**src/rtl/bser_pkg.sv**
```systemverilog
package bser_pkg;

    typedef enum logic [1:0] {
        RD_IDLE,
        RD_PRE,
        RD_DATA,
        RD_POST
    } rd_state_e;

    typedef struct packed {
        logic [1:0] col;
        logic       ilv;
        logic       bl8;
    } rd_cfg_t;

    typedef struct packed {
        logic [2:0] col;
        logic       ilv;
        logic       bl8;
    } wr_cfg_t;

    typedef struct packed {
        logic vld;
        logic stb_r;
        logic stb_f;
        logic oe_r;
        logic oe_f;
    } pin_ctl_t;

    // Slot of beat k within a four-beat group for a given start offset.
    function automatic logic [1:0] beat_slot(input logic [1:0] k,
                                             input logic [1:0] c,
                                             input logic       ilv);
        return ilv ? (k ^ c) : (k + c);
    endfunction

endpackage

```
**src/rtl/bser_rd.sv**
```systemverilog
module bser_rd
    import bser_pkg::*;
#(
    parameter int BEAT_W = 16
) (
    input  logic                  clk,
    input  logic                  rst,
    input  logic                  cmd,
    input  logic                  bl8,
    input  logic [1:0]            col,
    input  logic                  ilv,
    input  logic [4*BEAT_W-1:0]   word,
    output logic                  ready,
    output logic [BEAT_W-1:0]     rise,
    output logic [BEAT_W-1:0]     fall,
    output pin_ctl_t              ctl
);
    localparam int WORD_W = 4 * BEAT_W;

    rd_state_e         st;
    rd_cfg_t           cfg;
    logic [WORD_W-1:0] cur_word;
    logic [WORD_W-1:0] nxt_word;
    logic [1:0]        pidx;
    logic              fetch2;
    logic              accept;
    logic              last_pair;
    logic              in_data;
    logic [1:0]        slot_r;
    logic [1:0]        slot_f;

    assign ready     = (st == RD_IDLE) || (st == RD_POST) ||
                       ((st == RD_DATA) && cfg.bl8 && (pidx == 2'd1));
    assign accept    = cmd && ready;
    assign last_pair = (pidx == (cfg.bl8 ? 2'd3 : 2'd1));
    assign in_data   = (st == RD_DATA);

    always_ff @(posedge clk) begin
        if (rst) begin
            st       <= RD_IDLE;
            cfg      <= '0;
            cur_word <= '0;
            nxt_word <= '0;
            pidx     <= 2'd0;
            fetch2   <= 1'b0;
        end else begin
            if (fetch2) begin
                nxt_word <= word;
            end
            fetch2 <= accept && bl8;
            if (accept) begin
                cur_word <= word;
                cfg      <= '{col: col, ilv: ilv, bl8: bl8};
                pidx     <= 2'd0;
                st       <= (st == RD_DATA) ? RD_DATA : RD_PRE;
            end else begin
                unique case (st)
                    RD_PRE: begin
                        st   <= RD_DATA;
                        pidx <= 2'd0;
                    end
                    RD_DATA: begin
                        if (last_pair) begin
                            st <= RD_POST;
                        end else begin
                            pidx <= pidx + 2'd1;
                            if (pidx == 2'd1) begin
                                cur_word <= nxt_word;
                            end
                        end
                    end
                    RD_POST: st <= RD_IDLE;
                    default: st <= RD_IDLE;
                endcase
            end
        end
    end

    always_comb begin
        slot_r = beat_slot({pidx[0], 1'b0}, cfg.col, cfg.ilv);
        slot_f = beat_slot({pidx[0], 1'b1}, cfg.col, cfg.ilv);
        rise   = in_data ? cur_word[BEAT_W*int'(slot_r) +: BEAT_W] : '0;
        fall   = in_data ? cur_word[BEAT_W*int'(slot_f) +: BEAT_W] : '0;
        ctl.vld   = in_data;
        ctl.stb_r = in_data;
        ctl.stb_f = 1'b0;
        ctl.oe_r  = (st != RD_IDLE);
        ctl.oe_f  = (st == RD_PRE) || in_data;
    end

endmodule

```
**src/rtl/bser_wr.sv**
```systemverilog
module bser_wr
    import bser_pkg::*;
#(
    parameter int BEAT_W = 16
) (
    input  logic                  clk,
    input  logic                  rst,
    input  logic                  cmd,
    input  logic                  bl8,
    input  logic [2:0]            col,
    input  logic                  ilv,
    input  logic                  pair_vld,
    input  logic [BEAT_W-1:0]     pin_rise,
    input  logic [BEAT_W-1:0]     pin_fall,
    output logic                  ready,
    output logic [4*BEAT_W-1:0]   word,
    output logic                  word_vld,
    output logic                  word_sel
);
    localparam int WORD_W = 4 * BEAT_W;

    logic              active;
    wr_cfg_t           cfg;
    logic [1:0]        cnt;
    logic [WORD_W-1:0] acc;
    logic [WORD_W-1:0] asm_word;
    logic [1:0]        slot_r;
    logic [1:0]        slot_f;
    logic              accept;
    logic              take;
    logic              last_pair;

    assign ready     = !active || (cfg.bl8 && (cnt == 2'd2));
    assign accept    = cmd && ready;
    assign take      = active && pair_vld && !accept;
    assign last_pair = (cnt == (cfg.bl8 ? 2'd3 : 2'd1));

    always_comb begin
        slot_r   = beat_slot({cnt[0], 1'b0}, cfg.col[1:0], cfg.ilv);
        slot_f   = beat_slot({cnt[0], 1'b1}, cfg.col[1:0], cfg.ilv);
        asm_word = cnt[0] ? acc : '0;
        asm_word[BEAT_W*int'(slot_r) +: BEAT_W] = pin_rise;
        asm_word[BEAT_W*int'(slot_f) +: BEAT_W] = pin_fall;
    end

    always_ff @(posedge clk) begin
        if (rst) begin
            active   <= 1'b0;
            cfg      <= '0;
            cnt      <= 2'd0;
            acc      <= '0;
            word     <= '0;
            word_vld <= 1'b0;
            word_sel <= 1'b0;
        end else begin
            word_vld <= 1'b0;
            if (accept) begin
                active <= 1'b1;
                cfg    <= '{col: col, ilv: ilv, bl8: bl8};
                cnt    <= 2'd0;
            end else if (take) begin
                if (!cnt[0]) begin
                    acc <= asm_word;
                end else begin
                    word     <= asm_word;
                    word_vld <= 1'b1;
                    word_sel <= cfg.col[2] ^ (cnt[1] & cfg.bl8);
                end
                if (last_pair) begin
                    active <= 1'b0;
                end else begin
                    cnt <= cnt + 2'd1;
                end
            end
        end
    end

endmodule

```
**src/rtl/bser_top.sv**
```systemverilog
module bser_top
    import bser_pkg::*;
#(
    parameter int LANES  = 2,
    parameter int LANE_W = 8
) (
    input  logic                        clk,
    input  logic                        rst,
    input  logic                        rd_cmd,
    input  logic                        rd_bl8,
    input  logic [1:0]                  rd_col,
    input  logic                        rd_ilv,
    input  logic [4*LANES*LANE_W-1:0]   rd_word,
    output logic                        rd_ready,
    output logic [LANES*LANE_W-1:0]     dq_rise,
    output logic [LANES*LANE_W-1:0]     dq_fall,
    output logic                        dq_valid_rise,
    output logic                        dq_valid_fall,
    output logic [LANES-1:0]            dqs_rise,
    output logic [LANES-1:0]            dqs_fall,
    output logic [LANES-1:0]            dqs_oe_rise,
    output logic [LANES-1:0]            dqs_oe_fall,
    input  logic                        wr_cmd,
    input  logic                        wr_bl8,
    input  logic [2:0]                  wr_col,
    input  logic                        wr_ilv,
    input  logic                        wr_pair_valid,
    input  logic [LANES*LANE_W-1:0]     wr_rise,
    input  logic [LANES*LANE_W-1:0]     wr_fall,
    output logic                        wr_ready,
    output logic [4*LANES*LANE_W-1:0]   wr_word,
    output logic                        wr_word_valid,
    output logic                        wr_word_sel
);
    localparam int BEAT_W = LANES * LANE_W;

    pin_ctl_t rd_ctl;

    bser_rd #(.BEAT_W(BEAT_W)) u_rd (
        .clk   (clk),
        .rst   (rst),
        .cmd   (rd_cmd),
        .bl8   (rd_bl8),
        .col   (rd_col),
        .ilv   (rd_ilv),
        .word  (rd_word),
        .ready (rd_ready),
        .rise  (dq_rise),
        .fall  (dq_fall),
        .ctl   (rd_ctl)
    );

    assign dq_valid_rise = rd_ctl.vld;
    assign dq_valid_fall = rd_ctl.vld;

    for (genvar g = 0; g < LANES; g++) begin : g_lane
        assign dqs_rise[g]    = rd_ctl.stb_r;
        assign dqs_fall[g]    = rd_ctl.stb_f;
        assign dqs_oe_rise[g] = rd_ctl.oe_r;
        assign dqs_oe_fall[g] = rd_ctl.oe_f;
    end

    bser_wr #(.BEAT_W(BEAT_W)) u_wr (
        .clk      (clk),
        .rst      (rst),
        .cmd      (wr_cmd),
        .bl8      (wr_bl8),
        .col      (wr_col),
        .ilv      (wr_ilv),
        .pair_vld (wr_pair_valid),
        .pin_rise (wr_rise),
        .pin_fall (wr_fall),
        .ready    (wr_ready),
        .word     (wr_word),
        .word_vld (wr_word_valid),
        .word_sel (wr_word_sel)
    );

endmodule

```
**config.mk**
```make
export PLATFORM = sky130hd
export DESIGN_NAME = bser_top
export DESIGN_NICKNAME = d
export VERILOG_FILES = /design/src/rtl/bser_pkg.sv /design/src/rtl/bser_rd.sv /design/src/rtl/bser_wr.sv /design/src/rtl/bser_top.sv
export SDC_FILE = /design/constraint.sdc
export NUM_CORES = 1
export LEC_CHECK = 0
export ABC_CLOCK_PERIOD_IN_PS = 2600
export CAP_MARGIN = 40
export CORE_MARGIN = 2
export CORE_UTILIZATION = 46
export CTS_CLUSTER_DIAMETER = 100
export DETAILED_ROUTE_END_ITERATION = 12
export DONT_BUFFER_PORTS = 1
export HOLD_SLACK_MARGIN = 0.08
export PLACE_DENSITY_LB_ADDON = 0.05
export RECOVER_POWER = 100
export SLEW_MARGIN = 15
export SYNTH_ARGS = -nofsm -noshare
export SYNTH_HDL_FRONTEND = slang
export SYNTH_HIERARCHICAL = 1
export SYNTH_SLANG_ARGS = --single-unit
```
**constraint.sdc**
```tcl
create_clock -name clk -period 2.6 [get_ports clk]
set_input_delay 0.52 -clock clk [delete_from_list [all_inputs] [get_ports clk]]
set_output_delay 0.52 -clock clk [all_outputs]
set_load 0.03 [all_outputs]
```
==> flow_summary.toml <==
[outcome]
status = "complete, but fails checks"
violations = "negative setup slack"

[routing]
wl_per_cell_um = 25.83
detail-route-antenna-nets = 0
firstDrtPassIters = 5
drc_errors = 0
vias = 11630
viasPerCell = 6.387
drtIter0Drc = 937
wirelength_mm = 47.03

[setup_path]
crit_chain = "xor2_4 -> buf_4 -> or3b_4 -> o221ai_1 -> a211oi_2 -> buf_4"
path_buf_inv = 2
cp_max_fo = 7
required_ns = 2.08
cpMostUsedCell = "buf_4"
cpPeakStageDelay_ns = 0.44
cp_top_family = "simple AND/OR/NAND/NOR gates"
startpoint_type = "register"
worst_setup_path_end_kind = "output port"
critical_path.slowest_cell = "or3b_4"
cp.arrival_ns = 2.23
path_class = "reg2out"

[flow_run]
drv_cap = 0

[floorplan]
initial_core_util = 0.4683
core.rowCount = 62
core_area_sq_um = 28700
die_h_um = 174.9
pin_count = 220
die_area_sq_um = 30600
die_w_um = 174.9

[timing]
slew_viol_final = 0
hold_ws_ns = 0.1486
relSlewSlack = 0.4594
min_period_ns = 2.750
fmax_mhz = 363.7
rsz0062_at_grt = "true"
finalWorstSetupSlack_ns = -0.1497
fin_skew_ns = 0.007185
finalHoldViolCount = 0
setup_viol = 20
timing.final.crit_share = 1.058
worst_pin_slew_ns = 0.8109

[hold_path]
min_path_type = "in2reg"

[grt]
grt_max_degree = 210
grt_pass1_vias = 11210
grt_pass1_wl_mm = 70.24
antenna_found_initial = 0
gr-total-overflow = 0
track_usage = 0.2933

[placed_design]
post-dp-hpwl_mm = 27.94
portBuffers = 0
gp_congestion = 0.8398
post_dp_cell_area_sq_um = 13690

[pwr]
p_leak_nw = 5.297
max-vdd-ir-drop_mv = 0.5804
power.density_nw_per_um2 = 772.3

[synth]
syn_avg_cell_area_sq_um = 10.21
synth-seq-cells = 275
synth.distinct_cells = 55
syn_area_sq_um = 13440
async_flop_share = 0
synth_edf_count = 0
syn_nets = 1443
ys.flop_type = "dfxtp_1"
yosys_warnings = 6
synthCells = 1317
yosysSeqAreaShare = 0.4096

[finish]
area_delta_synth_final_pct = 21.79
drive_gt1_frac = 0.1538
finalInstanceArea_sq_um = 16370
antenna_cells = 0
fillers = 2560
nets = 1539

[clocking]
cts_tree = "built"
cts_htree_levels = 1
clockRootBuffer = "clkbuf_16"
path_clk_slew_ns = 0.06
cts_inserted_buffers = 31
cts_buffer_depth = 3
clk_latency_ns = 0.57
cts_sinks = 275
worst reg2reg max path: cells and delay by family, from the launching register on:
family,cells,cell delay [ns]
compound gates,2,0.42
flops,1,0.34
buf+inv,5,1.31
fa+ha+maj,1,0.27
simple gates,1,0.05
per-layer routing:
| layer | vias to the layer above | wire [um] | global-route usage |
|---|---|---|---|
| met5 | - | 0 | 0 |
| met4 | 0 | 1846 | 0.1045 |
| met3 | 95 | 3394 | 0.05548 |
| met2 | 453 | 22770 | 0.4913 |
| met1 | 5744 | 19020 | 0.3780 |
| li1 | 5339 | - | - |
layout make-up:
type	count	area, sq um	area share
clock buffers	51	920.9	0.05625
inverters	12	48.80	0.002981
flip-flops and latches	275	5519	0.3371
clock inverters	6	65.06	0.003974
well taps	384	480.5	0.02935
repair buffers	219	2246	0.1372
multi-input cells	874	7091	0.4331
placed cells by master, fill, tap and decap left out, drive strengths merged, types with 21 or more instances in the layout:
| cell type | count |
|---|---|
| nand3b | 31 |
| buf | 62 |
| and2 | 21 |
| dfxtp | 275 |
| a22oi | 50 |
| mux2i | 138 |
| clkbuf | 62 |
| nand3 | 23 |
| dlygate4sd3 | 146 |
| a21oi | 144 |
| a311oi | 129 |
| o2bb2ai | 65 |
| nor2 | 83 |
through the flow:
stage / setup WS [ns] / util / setup TNS (ns) / instances / total power [mW]
after floorplan: 0.04202 / - / 0 / 1317 / 7.266
after global placement: 0.1846 / 0.4768 / 0 / 1604 / 7.823
after detailed placement: 0.1394 / 0.4768 / 0 / 1604 / 7.857
after CTS: -0.1015 / 0.5660 / -1.225 / 1808 / 12.47
after global routing: -0.1904 / 0.5704 / -5.355 / 1821 / 13.17
final: -0.1497 / 0.5704 / -1.210 / 1821 / 12.64
kinds of logic after synthesis:
| family | Yosys count | synth area share |
|---|---|---|
| xor gates and xnor gates | 7 | 0.006237 |
| AOI/OAI and AO/OA | 460 | 0.2668 |
| other | 1 | 0.0002790 |
| and+or+nand+nor | 235 | 0.1027 |
| muxes | 154 | 0.1296 |
| DFF | 275 | 0.4096 |
| buffers and inverters | 169 | 0.07000 |
| adders and majority gates | 16 | 0.01489 |
final timing paths:
path | startpoint | to | slack [ns] | cells after the start
hold / removal | rst | u_wr/acc[10]$_SDFFE_PP0P_ | 0.15 | 1
setup reg to reg | u_wr/cnt[0]$_SDFFE_PP0P_ | u_wr/active$_SDFFE_PP0P_ | 0.10 | 9
hold reg to reg | u_wr/acc[3]$_SDFFE_PP0P_ | u_wr/acc[3]$_SDFFE_PP0P_ | 0.52 | 2
setup / recovery | u_rd/pidx[0]$_SDFFE_PP0P_ | dq_fall[6] | -0.15 | 6
registers in the layout, indices dropped and copies added (netlist names), 2 cells and up:
register	flops
u_rd/nxt_word	64
u_wr/acc	64
u_rd/pidx	2
u_wr/word	64
u_rd/cfg	4
u_rd/st	2
u_wr/cfg	5
u_wr/cnt	2
u_rd/cur_word	64
power by group:
part | total (mW) | switching (mW) | leakage, nW | internal [mW]
combinational | 3.32 | 1.84 | 2.58 | 1.48
clock | 4.27 | 1.77 | 0.478 | 2.50
sequential | 5.05 | 0.453 | 2.24 | 4.60
cell usage after synthesis, types with 7 or more instances:
library cell / instances / area (sq um)
a211oi_1: 17 / 127.6
buf_2: 51 / 255.2
mux2i_1: 138 / 1381
buf_6: 18 / 202.7
nor2_1: 83 / 311.6
dfxtp_1: 275 / 5505
a22oi_1: 50 / 375.4
o221ai_1: 13 / 113.9
o2bb2ai_1: 35 / 306.5
nand4_1: 16 / 100.1
o21ai_0: 20 / 100.1
buf_4: 21 / 157.7
a32oi_1: 16 / 140.1
a311oi_1: 119 / 1042
nor3_1: 14 / 70.07
nand3_1: 21 / 105.1
a21oi_1: 143 / 715.7
nand4b_1: 16 / 140.1
mux4_2: 16 / 360.4
o2bb2ai_2: 30 / 450.4
nand2_1: 7 / 26.28
inv_1: 12 / 45.04
nand3b_1: 31 / 232.7
clkbuf_1: 55 / 206.5
and2_1: 21 / 131.4
a311oi_2: 10 / 150.1
ha_1: 16 / 200.2
what timing repair did:
item,4_1_cts,5_1_grt
buffers inserted,3,5
resized for setup,38,42
cloned,0,5
setup endpoints to repair,31,102
hold buffers,144,3
pin swaps,4,10
hold endpoints to repair,272,29
Power figures use the tool's default switching activity.
